--- config.mk ---
export PLATFORM = sky130hd
export DESIGN_NAME = mux_adc_ctrl
export DESIGN_NICKNAME = d
export VERILOG_FILES = /design/src/rtl/mux_adc_pkg.sv /design/src/rtl/mux_adc_phase_timer.sv /design/src/rtl/mux_adc_cmd_encoder.sv /design/src/rtl/mux_adc_result_shifter.sv /design/src/rtl/mux_adc_ctrl.sv
export SDC_FILE = /design/constraint.sdc
export NUM_CORES = 1
export LEC_CHECK = 0
export ABC_AREA = 1
export BUFFER_PORTS_ARGS = -buffer_cell sky130_fd_sc_hd__buf_2
export CAP_MARGIN = 10
export CORE_MARGIN = 2
export CORE_UTILIZATION = 55
export DETAILED_ROUTE_END_ITERATION = 8
export HOLD_SLACK_MARGIN = 0.06
export PLACE_DENSITY = 0.87
export SYNTH_ARGS = -nofsm -noshare
export SYNTH_HDL_FRONTEND = slang
export SYNTH_SLANG_ARGS = --single-unit
--- constraint.sdc ---
create_clock -name clk -period 3.12 [get_ports clk]
set_clock_uncertainty 0.05 [all_clocks]
set_input_delay 0.156 -clock clk [delete_from_list [all_inputs] [get_ports clk]]
set_output_delay 0.156 -clock clk [all_outputs]
set_load 0.01 [all_outputs]
--- src/rtl/mux_adc_pkg.sv ---
package mux_adc_pkg;

    typedef enum logic [1:0] {
        ST_IDLE,
        ST_LOW,
        ST_HIGH,
        ST_DONE
    } frame_state_t;

    typedef struct packed {
        logic diff;
        logic sel;
    } conv_cfg_t;

endpackage

--- src/rtl/mux_adc_phase_timer.sv ---
module mux_adc_phase_timer #(
    parameter int HALF = 4
) (
    input  logic clk,
    input  logic rst_n,
    input  logic run,
    output logic first,
    output logic last
);
    localparam int CNT_W = (HALF > 1) ? $clog2(HALF) : 1;

    logic [CNT_W-1:0] cnt;

    assign first = run && (cnt == '0);
    assign last  = run && (cnt == CNT_W'(HALF - 1));

    always_ff @(posedge clk or negedge rst_n) begin
        if (!rst_n)
            cnt <= '0;
        else if (!run || last)
            cnt <= '0;
        else
            cnt <= cnt + 1'b1;
    end
endmodule

--- src/rtl/mux_adc_cmd_encoder.sv ---
module mux_adc_cmd_encoder
    import mux_adc_pkg::*;
#(
    parameter int IDX_W = 4
) (
    input  logic [IDX_W-1:0] idx,
    input  conv_cfg_t        cfg,
    output logic             bit_out
);
    always_comb begin
        unique case (idx)
            IDX_W'(0): bit_out = 1'b1;
            IDX_W'(1): bit_out = cfg.diff;
            IDX_W'(2): bit_out = cfg.sel;
            default:   bit_out = 1'b0;
        endcase
    end
endmodule

--- src/rtl/mux_adc_result_shifter.sv ---
module mux_adc_result_shifter #(
    parameter int W = 8
) (
    input  logic         clk,
    input  logic         rst_n,
    input  logic         shift,
    input  logic         finish,
    input  logic         din,
    output logic [W-1:0] q
);
    logic [W-1:0] sh;
    logic [W-1:0] sh_next;

    assign sh_next = {sh[W-2:0], din};

    always_ff @(posedge clk or negedge rst_n) begin
        if (!rst_n) begin
            sh <= '0;
            q  <= '0;
        end else if (shift) begin
            sh <= sh_next;
            if (finish)
                q <= sh_next;
        end
    end
endmodule

--- src/rtl/mux_adc_ctrl.sv ---
module mux_adc_ctrl
    import mux_adc_pkg::*;
#(
    parameter int HALF       = 4,
    parameter int FRAME_BITS = 16,
    parameter int RES_W      = 8
) (
    input  logic             clk,
    input  logic             rst_n,
    input  logic             req_valid,
    input  logic             req_diff,
    input  logic             req_sel,
    output logic             busy,
    output logic             res_valid,
    output logic [RES_W-1:0] res_data,
    output logic             res_diff,
    output logic             res_sel,
    output logic             adc_cs_n,
    output logic             adc_sclk,
    output logic             adc_cmd,
    input  logic             adc_dout
);
    localparam int IDX_W      = $clog2(FRAME_BITS);
    localparam int DATA_FIRST = FRAME_BITS - RES_W;

    frame_state_t     state, state_nx;
    logic [IDX_W-1:0] idx;
    conv_cfg_t        cfg_q;
    logic             ph_first, ph_last, run, cmd_bit;
    logic             last_bit, do_shift;

    assign run      = (state == ST_LOW) || (state == ST_HIGH);
    assign last_bit = (idx == IDX_W'(FRAME_BITS - 1));
    assign do_shift = (state == ST_HIGH) && ph_first && (idx >= IDX_W'(DATA_FIRST));

    mux_adc_phase_timer #(.HALF(HALF)) u_timer (
        .clk(clk), .rst_n(rst_n), .run(run), .first(ph_first), .last(ph_last)
    );

    mux_adc_cmd_encoder #(.IDX_W(IDX_W)) u_enc (
        .idx(idx), .cfg(cfg_q), .bit_out(cmd_bit)
    );

    mux_adc_result_shifter #(.W(RES_W)) u_shift (
        .clk(clk), .rst_n(rst_n), .shift(do_shift), .finish(last_bit),
        .din(adc_dout), .q(res_data)
    );

    // next-state decision
    always_comb begin
        state_nx = state;
        unique case (state)
            ST_IDLE: if (req_valid) state_nx = ST_LOW;
            ST_LOW:  if (ph_last)   state_nx = ST_HIGH;
            ST_HIGH: if (ph_last)   state_nx = last_bit ? ST_DONE : ST_LOW;
            ST_DONE: state_nx = ST_IDLE;
        endcase
    end

    // state register with bit index and latched configuration
    always_ff @(posedge clk or negedge rst_n) begin
        if (!rst_n) begin
            state <= ST_IDLE;
            idx   <= '0;
            cfg_q <= '0;
        end else begin
            state <= state_nx;
            if (state == ST_IDLE && req_valid) begin
                idx   <= '0;
                cfg_q <= '{diff: req_diff, sel: req_sel};
            end else if (state == ST_HIGH && ph_last && !last_bit) begin
                idx <= idx + 1'b1;
            end
        end
    end

    // outputs decoded from the state
    always_comb begin
        adc_cs_n  = 1'b1;
        adc_sclk  = 1'b0;
        adc_cmd   = 1'b0;
        busy      = 1'b0;
        res_valid = 1'b0;
        unique case (state)
            ST_IDLE: ;
            ST_LOW:  begin adc_cs_n = 1'b0; adc_cmd = cmd_bit; busy = 1'b1; end
            ST_HIGH: begin adc_cs_n = 1'b0; adc_cmd = cmd_bit; busy = 1'b1; adc_sclk = 1'b1; end
            ST_DONE: begin busy = 1'b1; res_valid = 1'b1; end
        endcase
    end

    assign res_diff = cfg_q.diff;
    assign res_sel  = cfg_q.sel;

    // rising serial edges counted for the frame-length check
    logic [IDX_W:0] rise_cnt;
    always_ff @(posedge clk or negedge rst_n) begin
        if (!rst_n)
            rise_cnt <= '0;
        else if (state == ST_IDLE && req_valid)
            rise_cnt <= '0;
        else if (state == ST_LOW && ph_last)
            rise_cnt <= rise_cnt + 1'b1;
    end


    idle_quiet_chk: assert property (@(posedge clk) disable iff (!rst_n)
        !busy |-> (adc_cs_n && !adc_sclk && !adc_cmd));


    frame_len_chk: assert property (@(posedge clk) disable iff (!rst_n)
        $rose(adc_cs_n) |-> (rise_cnt == (IDX_W+1)'(FRAME_BITS)));


    cmd_hold_chk: assert property (@(posedge clk) disable iff (!rst_n)
        !$stable(adc_cmd) |-> !adc_sclk);


    valid_pulse_chk: assert property (@(posedge clk) disable iff (!rst_n)
        res_valid |=> !res_valid);


    valid_cs_chk: assert property (@(posedge clk) disable iff (!rst_n)
        res_valid |-> (adc_cs_n && busy));


    cfg_hold_chk: assert property (@(posedge clk) disable iff (!rst_n)
        (busy && $past(busy)) |-> ($stable(res_diff) && $stable(res_sel)));
endmodule

==> impl_results.md <==
- Status: complete, no violations
- Setup TNS: 0 ns
- Commonest non-fill, non-tap cell in the layout: nand2_1
- Max-cap violations: 0
- CTS tree: yes
- Startpoint Class: flop
- Largest area contributor in the netlist: dfrtp_1
- Mapped Nets: 159
- Reg clk slew, reported paths: 0.13 ns
- Residual DRC count: 0
- Cts bufs inserted: 3
- Number of DRC markers in iteration 0: 18
- Yosys warnings: 0
- Via count: around 1,000
- Synthesized area: 0.00129 mm2
- RD Place Congestion: just over 0.8
- Worst reg2reg path endpoint: u_shift.q[7]
- Worst slew margin: 63.5%
- Hold Crit Depth: 5
- Max Slew Vio Count: 0
- Vias in the first global route: around 900
- Clock Latency Late Sink: 0.32 ns
- Num Clock Sinks: 25
- Initial core utilization: roughly 58%
- Crit path max fanout: 5
- Hold buffers post-CTS: 4
- Num rows: 17
- Lkg Pwr: approximately 0.8 nW
- DIE AREA: approximately 0.0027 mm2
- FF+latch count, synth: 25
- VDD IR max: 0.000446 V
- Most frequent cells in the layout: nand2_1 (38), dfrtp_1 (25), buf_2 (20), nand3_1 (19), inv_1 (15)
- CP startpoint: state[0]
- Num ports: 21
- Die Ht: 52.4 um
- Cells after synthesis: 142
- Die Wd: 52.4 um
- Fmax: 525 MHz
- Clock Tree Root: clkbuf_4
- # H-tree levels: 1
- Largest net degree at the start of global routing: 26
- Crit path time final: between 1.5 and 2 ns
- Final Net Count: 185
- Sequential element share of the synthesized area: 48.6%
- Avg WL per Cell: 11.3 um
- DP Area: between 0.001 and 0.0015 mm2
- Final HPWL DP: about 1700 um
- Worst Max-Slew Pin Slew: 0.547 ns
- DR pass1 iterations: 4
- Post-synthesis average cell area: 9.07 um2
- Post-synth top area share: about 50%
- Diodes inserted: 0
- Critical Path End Type: output pin
- RSZ-0062 raised after global routing: no
- Final setup viols: 0
- Hold_sp: req_valid
- IO Port Bufs: 20
- Setup bufs post-CTS: 0
- First-pass GRT wire length: 3830 um
- Initial antenna violation count: 0
- Share of cells above drive strength 1: 20.4%
- PwrDens: around 580 mW/mm2
- Worst Path Required: 2.91 ns
- Final standard cell area without fillers: 0.00146 mm2
- Fillers: 179
- Tot GR Track Use: between 10% and 20%
- Aggregate global routing overflow: 0
- Area growth, synth to finish: 13.6%
- Count of cell types in the netlist: 22
- WHS Endpoint: state[1]
- Core Footprint: 0.00221 mm2
- CP Class: flop to output pin
- Fin. Hold Viols: 0
- RR Startpoint: state[0]
- Post-cts sizing count: 0
- Clock buffer depth: 2
- Flop-to-flop setup slack: 1.28 ns
- Dominant cells by area after synthesis: dfrtp_1 (49%), nand2_1 (11%), ha_1 (11%), nand3_1 (7.4%), inv_1 (4.4%)
- Reg2reg path depth: 7
- HP Class: input port to flop
- Hold WS: 0.179 ns
- Total detailed-routing wirelength: 2200 um
- Drt via density: 5.01
- Final worst path period share: 61.1%
- Critical Path AT: 1.70 ns
- Post-route ant nets: 0
==> worst max-delay path by stage <==
stage / slack, ns / end
after global routing: 1.02 / adc_cmd
after CTS: 1.18 / adc_cmd
after floorplan: 1.62 / u_shift.sh[1]
after global placement: 1.36 / u_shift.q[1]
final: 1.21 / adc_cmd
after detailed placement: 1.31 / u_shift.q[3]
==> synth_stat cells <==
cell / count
buf_6: 2
inv_2: 1
o21ai_0: 3
nor2_4: 2
xor2_1: 1
nand2_4: 1
nor3_1: 2
ha_1: 11
o21ai_1: 4
nand3_2: 1
a21oi_2: 2
nor2_2: 1
nor2_1: 5
nor3b_1: 1
buf_2: 1
nand2_1: 38
nand3_1: 19
nand4_1: 3
inv_1: 15
dfrtp_1: 25
a21oi_1: 2
mux2_2: 2
==> power breakdown <==
group          total (W)  switching, W  internal, W
sequential      0.000394     0.0000319     0.000362
clock           0.000144     0.0000961    0.0000481
combinational   0.000311      0.000186     0.000125
==> sequential cells by signal (all words and copies together) (netlist names) <==
| name | flops |
|---|---|
| idx | 4 |
| res_diff | 1 |
| res_sel | 1 |
| state | 2 |
| u_shift.q | 8 |
| u_shift.sh | 7 |
| u_timer.cnt | 2 |
==> cell type report <==
| class | instances | area, um2 | area share (%) |
|---|---|---|---|
| multi-input combinational | 98 | 574 | 39.3 |
| timing repair buffer | 24 | 140 | 9.58 |
| sequential | 25 | 626 | 42.8 |
| inverter | 16 | 60.1 | 4.11 |
| clock inverter | 1 | 5.00 | 0.342 |
| tap | 28 | 35.0 | 2.40 |
| clock buffer | 3 | 22.5 | 1.54 |
==> logic make-up after synthesis <==
| group | count (synthesis) | synth area share, % |
|---|---|---|
| AOI/OAI and AO/OA | 11 | 4.86 |
| adders and majority gates | 11 | 10.7 |
| and+or+nand+nor | 73 | 26.6 |
| muxes | 2 | 1.75 |
| buffers and inverters | 19 | 6.80 |
| xor gates and xnor gates | 1 | 0.680 |
| DFF | 25 | 48.6 |
==> stage by stage <==
step	instances	total power [W]	setup WS [ns]	utilization, %
final	195	0.000849	1.21	66.1
after detailed placement	187	0.000710	1.31	63.1
after floorplan	142	0.000608	1.62	-
after global placement	187	0.000698	1.36	63.1
after global routing	195	0.000923	1.02	66.1
after CTS	195	0.000864	1.18	66.1
==> metal layers <==
layer  global-route usage [%]  vias up  part of all wire, %
li1                         -      507                    -
met1                     22.7      445                   42
met2                     32.9       20                   52
met3                     7.14        4                  4.8
met4                     5.13        0                  1.1
met5                        0        -                    0
==> worst max-delay path, cell delays in order, from the launching register on <==
cell	delay, ns
dfrtp_1	0.44
inv_1	0.10
ha_1	0.36
inv_1	0.10
nor3_1	0.15
nand2_1	0.07
inv_1	0.05
buf_2	0.11
Note: power is estimated with default switching activity, not from simulation.
